File: src/rtl/wdt_pkg.sv
package wdt_pkg;

  localparam int TMR_W = 14;  // counter width, fixed by the largest period
  localparam int PS_W  = 13;  // prescaler width, fixed by the largest ratio

  typedef struct packed {
    logic load;  // reload counter and start running
    logic halt;  // stop running, keep count
  } dpCmd_t;

  function automatic logic [TMR_W:0] periodOf(input logic [1:0] sel);
    case (sel)
      2'b00:   return (TMR_W+1)'(1024);
      2'b01:   return (TMR_W+1)'(4096);
      2'b10:   return (TMR_W+1)'(8192);
      default: return (TMR_W+1)'(16384);
    endcase
  endfunction

  function automatic logic [PS_W-1:0] divLastOf(input logic [3:0] code);
    case (code)
      4'b0001: return PS_W'(3);
      4'b0101: return PS_W'(255);
      4'b1000: return PS_W'(8191);
      default: return '0;
    endcase
  endfunction

  // quarters of the period, mult in 0..4
  function automatic logic [TMR_W:0] winLimit(input logic [TMR_W:0] period,
                                               input logic [2:0] mult);
    logic [TMR_W:0] q;
    q = period >> 2;
    case (mult)
      3'd0:    return '0;
      3'd1:    return q;
      3'd2:    return q << 1;
      3'd3:    return q + (q << 1);
      default: return q << 2;
    endcase
  endfunction

endpackage

File: src/rtl/wdt_datapath.sv
module wdt_datapath
  import wdt_pkg::*;
(
  input  logic             clk,
  input  logic             rstN,
  input  logic             tickEn,
  input  logic             dbgHold,
  input  dpCmd_t           cmd,
  input  logic [TMR_W-1:0] reloadVal,
  input  logic [PS_W-1:0]  psLast,
  output logic [TMR_W-1:0] cntVal,
  output logic             running,
  output logic             uflowEvt
);

  logic [PS_W-1:0] psCnt;
  logic            stepEn;
  logic            psWrap;

  assign stepEn   = running && !dbgHold && tickEn && !cmd.load && !cmd.halt;
  assign psWrap   = (psCnt >= psLast);
  assign uflowEvt = stepEn && psWrap && (cntVal == '0);

  always_ff @(posedge clk or negedge rstN) begin
    if (!rstN) begin
      cntVal  <= '0;
      psCnt   <= '0;
      running <= 1'b0;
    end else if (cmd.halt) begin
      running <= 1'b0;
    end else if (cmd.load) begin
      cntVal  <= reloadVal;
      psCnt   <= '0;
      running <= 1'b1;
    end else if (stepEn) begin
      if (psWrap) begin
        psCnt <= '0;
        if (cntVal == '0) running <= 1'b0;
        else              cntVal  <= cntVal - 1'b1;
      end else begin
        psCnt <= psCnt + 1'b1;
      end
    end
  end

endmodule

File: src/rtl/wdt_ctrl.sv
module wdt_ctrl
  import wdt_pkg::*;
#(
  parameter int ADDR_W = 4,
  parameter int DATA_W = 32
) (
  input  logic              clk,
  input  logic              rstN,
  input  logic              busWe,
  input  logic [ADDR_W-1:0] busAddr,
  input  logic [DATA_W-1:0] busWdata,
  output logic [DATA_W-1:0] busRdata,
  input  logic [TMR_W-1:0]  cntVal,
  input  logic              running,
  input  logic              uflowEvt,
  output dpCmd_t            cmd,
  output logic [TMR_W-1:0]  reloadVal,
  output logic [PS_W-1:0]   psLast,
  output logic              dbgHold,
  output logic              irqO,
  output logic              rstReqO
);

  localparam logic [ADDR_W-1:0] A_REFRESH = ADDR_W'(0);
  localparam logic [ADDR_W-1:0] A_CTRL    = ADDR_W'(2);
  localparam logic [ADDR_W-1:0] A_STATUS  = ADDR_W'(4);
  localparam logic [ADDR_W-1:0] A_OUTSEL  = ADDR_W'(6);
  localparam logic [ADDR_W-1:0] A_DEBUG   = ADDR_W'(8);
  localparam int UF_BIT  = TMR_W;
  localparam int ERR_BIT = TMR_W + 1;

  logic [1:0] tops, winEnd, winStart;
  logic [3:0] cks;
  logic       rstSel, armed, uflowFlag, errFlag;

  logic [TMR_W:0] period, periodM1, startLim, endLim;
  logic           inWindow, wrRefresh, refreshDone, refreshErr, fireEvt;
  logic           unusedWdata;

  assign unusedWdata = ^{busWdata[DATA_W-1:16], busWdata[11:10], busWdata[3:2]};

  assign period    = periodOf(tops);
  assign periodM1  = period - 1'b1;
  assign reloadVal = periodM1[TMR_W-1:0];
  assign psLast    = divLastOf(cks);
  assign startLim  = winLimit(period, {1'b0, winStart} + 3'd1);
  assign endLim    = winLimit(period, 3'd3 - {1'b0, winEnd});
  assign inWindow  = ({1'b0, cntVal} < startLim) && ({1'b0, cntVal} >= endLim);

  assign wrRefresh   = busWe && (busAddr == A_REFRESH);
  assign refreshDone = wrRefresh && armed && (busWdata[7:0] == 8'hFF);
  assign refreshErr  = refreshDone && running && !inWindow;
  assign cmd.load    = refreshDone && !refreshErr;
  assign cmd.halt    = refreshErr;
  assign fireEvt     = refreshErr || uflowEvt;

  always_ff @(posedge clk or negedge rstN) begin
    if (!rstN) begin
      tops      <= 2'b00;
      cks       <= 4'b0000;
      winEnd    <= 2'b11;
      winStart  <= 2'b11;
      rstSel    <= 1'b0;
      dbgHold   <= 1'b0;
      armed     <= 1'b0;
      uflowFlag <= 1'b0;
      errFlag   <= 1'b0;
      irqO      <= 1'b0;
      rstReqO   <= 1'b0;
    end else begin
      if (wrRefresh) armed <= (busWdata[7:0] == 8'h00);
      if (busWe && busAddr == A_CTRL) begin
        tops     <= busWdata[1:0];
        cks      <= busWdata[7:4];
        winEnd   <= busWdata[9:8];
        winStart <= busWdata[13:12];
      end
      if (busWe && busAddr == A_OUTSEL) rstSel  <= busWdata[7];
      if (busWe && busAddr == A_DEBUG)  dbgHold <= busWdata[0];

      if (uflowEvt)
        uflowFlag <= 1'b1;
      else if (busWe && busAddr == A_STATUS)
        uflowFlag <= uflowFlag & busWdata[UF_BIT];

      if (refreshErr)
        errFlag <= 1'b1;
      else if (busWe && busAddr == A_STATUS)
        errFlag <= errFlag & busWdata[ERR_BIT];

      irqO    <= fireEvt && !rstSel;
      rstReqO <= fireEvt && rstSel;
    end
  end

  always_comb begin
    busRdata = '0;
    case (busAddr)
      A_CTRL:   busRdata[15:0] = {2'b00, winStart, 2'b00, winEnd, cks, 2'b00, tops};
      A_STATUS: busRdata[ERR_BIT:0] = {errFlag, uflowFlag, cntVal};
      A_OUTSEL: busRdata[7] = rstSel;
      A_DEBUG:  busRdata[0] = dbgHold;
      default:  busRdata = '0;
    endcase
  end

endmodule

File: src/rtl/wdt_window_top.sv
module wdt_window_top
  import wdt_pkg::*;
#(
  parameter int ADDR_W = 4,
  parameter int DATA_W = 32
) (
  input  logic              clk,
  input  logic              rstN,
  input  logic              cntTickEn,
  input  logic              busWe,
  input  logic [ADDR_W-1:0] busAddr,
  input  logic [DATA_W-1:0] busWdata,
  output logic [DATA_W-1:0] busRdata,
  output logic              irqO,
  output logic              rstReqO
);

  dpCmd_t           cmd;
  logic [TMR_W-1:0] cntVal, reloadVal;
  logic [PS_W-1:0]  psLast;
  logic             running, uflowEvt, dbgHold, loadStb;

  assign loadStb = cmd.load;

  wdt_ctrl #(.ADDR_W(ADDR_W), .DATA_W(DATA_W)) u_ctrl (
    .clk(clk), .rstN(rstN), .busWe(busWe), .busAddr(busAddr),
    .busWdata(busWdata), .busRdata(busRdata), .cntVal(cntVal),
    .running(running), .uflowEvt(uflowEvt), .cmd(cmd),
    .reloadVal(reloadVal), .psLast(psLast), .dbgHold(dbgHold),
    .irqO(irqO), .rstReqO(rstReqO)
  );

  wdt_datapath u_dp (
    .clk(clk), .rstN(rstN), .tickEn(cntTickEn), .dbgHold(dbgHold),
    .cmd(cmd), .reloadVal(reloadVal), .psLast(psLast),
    .cntVal(cntVal), .running(running), .uflowEvt(uflowEvt)
  );

endmodule

File: config.mk
export PLATFORM = sky130hd
export DESIGN_NAME = wdt_window_top
export DESIGN_NICKNAME = d
export VERILOG_FILES = /design/src/rtl/wdt_pkg.sv /design/src/rtl/wdt_datapath.sv /design/src/rtl/wdt_ctrl.sv /design/src/rtl/wdt_window_top.sv
export SDC_FILE = /design/constraint.sdc
export NUM_CORES = 1
export LEC_CHECK = 0
export ABC_CLOCK_PERIOD_IN_PS = 8900
export CORE_UTILIZATION = 56
export DETAILED_ROUTE_END_ITERATION = 8
export HOLD_SLACK_MARGIN = 0.06
export PLACE_DENSITY = 0.86
export SLEW_MARGIN = 30
export SYNTH_ARGS = -nofsm -noshare
export SYNTH_HDL_FRONTEND = slang
export SYNTH_SLANG_ARGS = --single-unit
File: constraint.sdc
create_clock -name clk -period 8.9 [get_ports clk]
set_input_delay 1.78 -clock clk [delete_from_list [all_inputs] [get_ports clk]]
set_output_delay 1.78 -clock clk [all_outputs]
set_load 0.01 [all_outputs]
==> results by group, run 1 <==
Cells and area
  • Nets: 503
  • Commonest non-fill, non-tap cell in the layout: dfrtp_1
  • Layout cells sized above 1: 0.0970
  • Area Overhead vs Synth: 13.0%
  • Diodes inserted: 0
  • Most frequent cells in the layout: dfrtp_1 (41), nand2_1 (38), clkdlybuf4s50_1 (38)
  • Post-layout util: 0.667

Logic synthesis
  • Synthesized instance count: 400
  • Yosys warning total: 0
  • Sequential area share after synthesis: 0.320
  • Post-Syn Area: 3540 µm²
  • Flops & latches, synth: 45
  • Top FF cell, synth: dfrtp_1
  • Post-synth EDFFs: 0
  • Synth cell types: 63
  • Synth async-reset ratio: 1.00
  • Syn avg cell area: 8.84 µm²

Clocking
  • Post-CTS Resized: 0
  • # Post-CTS Setup Buffers: 0
  • Root buffer cell: clkbuf_8
  • CTS tree: yes
  • Clock sink total: 45
  • H-tree depth: 2
  • Clk pin slew, worst setup/hold paths: 0.10 ns
  • Inserted Clock Buffers: 5
  • Latest clock arrival within the worst-skew pair: 0.31 ns
  • Post-CTS Hold Buffers: 0
  • Max clock buf depth: 2

Die
  • Num ports: 74
  • Die W: 81.5 µm
  • Cell Rows: 28
  • Core area: 5990 µm²
  • Initial Util: 0.590
  • Die Y: 81.5 µm
  • Die area: 6640 µm²

Timing
  • Pins over their slew limit: 0
  • Relative slew slack: 0.413
  • Final period util: 0.682
  • Minimum clock period: 6.07 ns
  • Setup TNS: 0 ns
  • Slew @ Worst Pin: 0.872 ns
  • Fmax: 0.165 GHz
  • Setup Viol. Count Final: 0
  • Setup Skew: 0.0173 ns
  • Final Hold Fails: 0
  • RSZ-0062 raised after global routing: no

Worst setup path
  • Critical Path AT: 4.29 ns
  • Crit end category: primary output
  • Delay-heaviest family, CP: simple AND/OR/NAND/NOR gates
  • CP Launch Type: primary input
  • Buf+Inv Stages, Crit Path: 2
  • Worst path cell trace: clkdlybuf4s50_1 -> or3b_2 -> nor2_1 -> a22o_1 -> clkdlybuf4s50_1
  • Largest fanout on the critical path: 9
  • Critical setup path kind: primary input to primary output
  • CP Data Required Time: 7.12 ns
  • Slowest cell on crit path: nor2_1
  • Worst path max stage delay: 0.65 ns
  • CP most frequent cell: clkdlybuf4s50_1

GRT
  • Global-route wire length before repair: 13800 µm
  • Number of global-route vias before repair: 2991
  • Total Routing Usage GR: 0.272
  • GRT overflow: 0
  • Antenna violations before repair: 0
  • Largest net degree at the start of global routing: 46

Power and ir drop
  • Leakage dissipation: 1.78 nW
  • Power density over cell area: 151 nW/µm²
  • VDD IR max: 0.115 mV

Run status
  • Status: completed

Detailed routing
  • Post-route antenna net violation count: 0
  • Routed wire length: 8540 µm
  • Vias post-DR: 3210
  • Vias per Instance: 6.32
  • DRT Pass-1 Iters: 5
  • DRT iter0 DRCs: 329
  • WL/cell: 16.8 µm
  • Post-route DRC: 0

Placement
  • PortBufs: 39
  • Dpl hpwl: 6280 µm
  • Placer Congestion: 0.871

Run
  • MaxCap Viol Count: 0

Min path
  • Hold Path Class: register to register
final timing paths:
kind	startpoint	slack [ns]	to	cells after the start
setup / recovery	busAddr[1]	2.83	busRdata[9]	5
hold / removal	u_ctrl.rstSel	0.47	u_ctrl.irqO	1
setup reg to reg	u_ctrl.tops[0]	4.05	u_dp.cntVal[12]	18
hold reg to reg	u_ctrl.rstSel	0.47	u_ctrl.irqO	1
max in group asynchronous	rstN	7.06	u_dp.psCnt[1]	1
min in group asynchronous	rstN	1.46	u_dp.cntVal[9]	1
area by class of cell:
cell class / count / area (µm²)
multi-input combinational: 326 / 2220
timing repair buffer: 42 / 410
sequential: 45 / 1130
tap: 75 / 93.8
fill: 472 / 1990
inverter: 12 / 45.0
clock inverter: 3 / 25.0
clock buffer: 5 / 68.8
routing by layer:
| metal | up-vias | wire [µm] | GRT usage |
|---|---|---|---|
| li1 | 1503 | - | - |
| met1 | 1569 | 3780 | 0.363 |
| met2 | 120 | 4080 | 0.442 |
| met3 | 18 | 518 | 0.0456 |
| met4 | 0 | 153 | 0.102 |
| met5 | - | 0 | 0 |
sequential cells by signal (all words and copies together) (netlist names):
register,flops
u_ctrl.tops,2
u_ctrl.errFlag,1
u_ctrl.winEnd,2
u_dp.cntVal,14
u_ctrl.uflowFlag,1
u_ctrl.cks,4
u_ctrl.winStart,2
u_ctrl.armed,1
u_ctrl.dbgHold,1
u_dp.running,1
u_dp.psCnt,13
u_ctrl.rstSel,1
u_ctrl.irqO,1
u_ctrl.rstReqO,1
worst reg2reg max path, cell delays in order (launching register included):
cell,delay (ns)
dfrtp_1,0.44
inv_1,0.10
ha_1,0.37
ha_1,0.35
nand3_1,0.10
o21ai_0,0.08
a21oi_1,0.15
a21oi_1,0.08
ha_1,0.30
a21o_1,0.16
a221oi_1,0.32
a22o_1,0.21
a31oi_1,0.21
or2_1,0.52
nand2_1,0.20
ha_1,0.45
nor4b_1,0.37
xnor2_1,0.17
a21oi_1,0.10
synth_stat cells, types with 7 or more instances:
cell,count,share of area
xnor2_1,8,0.020
dfrtp_1,41,0.29
buf_4,16,0.034
nand2_1,38,0.040
o21ai_0,32,0.045
a22o_1,10,0.025
nor2_1,24,0.025
ha_1,31,0.11
mux2i_1,7,0.020
nand3_1,21,0.030
inv_1,12,0.013
mux2_2,14,0.045
nand2b_1,10,0.018
nor3_1,10,0.014
clkbuf_1,10,0.011
a21oi_1,14,0.020
and3_1,19,0.034
through the flow:
step	hold slack, ns	instance area [µm²]	cells	power, mW	worst slack [ns]
floorplan	0.431	3590	415	0.412	4.27
global placement	0.447	3900	500	0.459	2.92
detailed placement	0.457	3900	500	0.467	2.87
CTS	0.478	4000	508	0.601	2.87
global route	0.509	4000	508	0.642	2.79
finish	0.472	4000	508	0.604	2.83
power breakdown:
group,internal [mW],switching [mW],total [mW]
registers,0.223,0.0240,0.247
logic,0.0968,0.124,0.221
clock network,0.0568,0.0799,0.137
total,0.376,0.228,0.604
cells by family after synthesis:
family / count (synthesis) / share of synthesized area
simple gates: 162 / 0.255
compound gates: 86 / 0.158
flops: 45 / 0.320
buf+inv: 44 / 0.0676
fa+ha+maj: 31 / 0.110
mux: 21 / 0.0644
xor+xnor: 10 / 0.0248
other cells: 1 / 0.00106
Note: power is estimated with default switching activity, not from simulation.
==> run 2: changes to the inputs <==
--- a/config.mk
+++ b/config.mk
@@ -5,11 +5,11 @@
 export SDC_FILE = /design/constraint.sdc
 export NUM_CORES = 1
 export LEC_CHECK = 0
-export ABC_CLOCK_PERIOD_IN_PS = 8900
-export CORE_UTILIZATION = 56
+export ABC_CLOCK_PERIOD_IN_PS = 5900
+export CORE_UTILIZATION = 52
 export DETAILED_ROUTE_END_ITERATION = 8
 export HOLD_SLACK_MARGIN = 0.06
-export PLACE_DENSITY = 0.86
+export PLACE_DENSITY = 0.81
 export SLEW_MARGIN = 30
 export SYNTH_ARGS = -nofsm -noshare
 export SYNTH_HDL_FRONTEND = slang
==> constraint.sdc (replaced) <==
create_clock -name clk -period 5.9 [get_ports clk]
set_input_delay 1.18 -clock clk [delete_from_list [all_inputs] [get_ports clk]]
set_output_delay 1.18 -clock clk [all_outputs]
set_load 0.01 [all_outputs]
==> results by group, run 2 (synthesis gave the netlist of run 1 again) <==
Worst setup path
  • CP Launch Type: primary input
  • R2R cell count: 17 (-1)
  • Largest fanout on the critical path: 9 (unchanged)
  • Reg-to-reg setup timing slack: 1.27 ns (-2.78 ns)
  • CP most frequent cell: clkdlybuf4s50_1
  • Crit end category: primary output
  • CP Data Required Time: 4.72 ns (-2.40 ns)
  • Worst path cell trace: clkdlybuf4s50_1 -> or3b_2 -> nor2_1 -> a22o_1 -> clkdlybuf4s50_1
  • Critical setup path kind: primary input to primary output
  • Slowest cell on crit path: nor2_1
  • Critical Path AT: 3.66 ns (-0.63 ns)
  • Worst path max stage delay: 0.64 ns (about the same)

Die
  • Die area: 7140 µm² (+7.5%)
  • Initial Util: 0.548 (-0.0428)
  • Die Y: 84.5 µm (+3.7%)
  • Die W: 84.5 µm (+3.7%)
  • Core area: 6460 µm² (+7.8%)
  • Cell Rows: 29 (+3.6%)
  • Num ports: 74 (unchanged)

GRT
  • Number of global-route vias before repair: 2977 (-0.47%)
  • GRT overflow: 0 (unchanged)
  • Global-route wire length before repair: 14400 µm (+4.4%)
  • Largest net degree at the start of global routing: 46 (unchanged)
  • Total Routing Usage GR: 0.251 (-0.0212)
  • Antenna violations before repair: 0 (unchanged)

Placement
  • Placer Congestion: 0.818 (-6.1%)
  • Place WS: 1.08 ns (-1.79 ns)
  • Dpl hpwl: 6220 µm (-1.0%)
  • PortBufs: 39 (unchanged)

Cells and area
  • Area Overhead vs Synth: 13.3%
  • Filler cells: 555 (+18%)
  • Nets: 504 (+0.20%)
  • Commonest non-fill, non-tap cell in the layout: dfrtp_1
  • Register area: 1130 µm² (unchanged)
  • Multi-input gate area in the final layout: 2220 µm² (unchanged)
  • Max reg flops: 14 (unchanged)
  • Most frequent cells in the layout: dfrtp_1 (41), nand2_1 (38), clkdlybuf4s50_1 (38)
  • Layout cells sized above 1: 0.0991 (+0.00208)
  • Biggest register: u_dp.cntVal
  • Diodes inserted: 0 (unchanged)
  • Biggest regs: u_dp.cntVal: 14 flops, u_dp.psCnt: 13 flops, u_ctrl.cks: 4 flops

Power and ir drop
  • Leakage dissipation: 1.78 nW (+0.24%)
  • VDD IR max: 0.174 mV (+51%)
  • Power density over cell area: 227 nW/µm² (+50%)

Timing
  • Setup TNS: 0 ns (unchanged)
  • Setup Skew: 0.0159 ns (-0.00133 ns)
  • Pins over their slew limit: 0 (unchanged)
  • Final period util: 0.820
  • Final Hold Fails: 0 (unchanged)
  • RSZ-0062 raised after global routing: no
  • Fmax: 0.207 GHz
  • Setup Viol. Count Final: 0 (unchanged)
  • Worst setup margin: 1.06 ns (-1.76 ns)
  • Relative slew slack: 0.435 (+0.0223)
  • Minimum clock period: 4.84 ns
  • Slew @ Worst Pin: 0.838 ns (-0.0330 ns)

Run status
  • Failing checks: DRC
  • Status: complete, but fails checks

Clocking
  • Max clock buf depth: 2 (unchanged)
  • Clk pin slew, worst setup/hold paths: 0.10 ns (about the same)
  • Latest clock arrival within the worst-skew pair: 0.31 ns (about the same)
  • H-tree depth: 2 (unchanged)
  • CTS tree: yes
  • Post-CTS Hold Buffers: 0 (unchanged)
  • Post-CTS Resized: 0 (unchanged)
  • Clock sink total: 45 (unchanged)
  • # Post-CTS Setup Buffers: 0 (unchanged)
  • Root buffer cell: clkbuf_8
  • Inserted Clock Buffers: 5 (unchanged)

Min path
  • Hold Path Class: register to register
  • Hold path cells: 1 (unchanged)

Detailed routing
  • DRT iter0 DRCs: 164 (-50%)
  • WL/cell: 16.6 µm (-0.95%)
  • Vias post-DR: 3152 (-1.8%)
  • Post-route DRC: 3 (+3)
  • Post-route antenna net violation count: 0 (unchanged)
  • Routed wire length: 8510 µm (-0.36%)
  • DRT Pass-1 Iters: 8 (+3)
  • Vias per Instance: 6.17 (-2.4%)

Run
  • MaxCap Viol Count: 0 (unchanged)
==> run 2: cell count changes in the layout (fill, tap and decap cells not counted) <==
cell / change
or2_1: -1
buf_4: +1
or2_0: +1
==> run 2: layout make-up <==
class / count / area share
tap: 77 / 0.0240
clock inverter: 3 / 0.00624
clock buffer: 5 / 0.0172
sequential: 45 / 0.282
multi-input combinational: 326 / 0.555
inverter: 12 / 0.0112
timing repair buffer: 43 / 0.104
==> run 2: final timing paths <==
check                            endpoint      startpoint
max                           busRdata[9]      busAddr[1]
min                           u_ctrl.irqO   u_ctrl.rstSel
max reg2reg                u_dp.cntVal[4]  u_ctrl.tops[0]
min reg2reg                   u_ctrl.irqO   u_ctrl.rstSel
max in group asynchronous  u_dp.cntVal[7]            rstN
min in group asynchronous   u_dp.psCnt[6]            rstN
==> run 2: stage by stage <==
stage | std cells | hold slack (ns) | power, mW | area [µm²] | utilization
6_report | 511 | 0.481 | 0.910 | 4010 | 0.620
5_1_grt | 511 | 0.490 | 0.970 | 4010 | 0.620
4_1_cts | 511 | 0.481 | 0.910 | 4010 | 0.620
3_5_place_dp | 503 | 0.465 | 0.707 | 3910 | 0.606
3_3_place_gp | 503 | 0.448 | 0.694 | 3910 | 0.606
2_1_floorplan | 415 | 0.431 | 0.621 | 3590 | -
==> run 2: where the power goes <==
group / internal, mW / switching [mW] / total (mW)
Sequential: 0.336 / 0.0372 / 0.373
Combinational: 0.146 / 0.188 / 0.334
Clock: 0.0857 / 0.118 / 0.204
Total: 0.568 / 0.343 / 0.910
==> run 2: metal layers <==
layer / vias to the layer above / track usage / share of wire
li1: 1509 / - / -
met1: 1535 / 0.347 / 0.45
met2: 94 / 0.395 / 0.48
met3: 14 / 0.0442 / 0.051
met4: 0 / 0.0955 / 0.018
met5: - / 0 / 0
==> run 2: critical path, delay by kind of cell <==
kind	cells	cell delay, ns
and+or+nand+nor	2	1.15
buffers and inverters	2	1.06
AOI/OAI and AO/OA	1	0.27
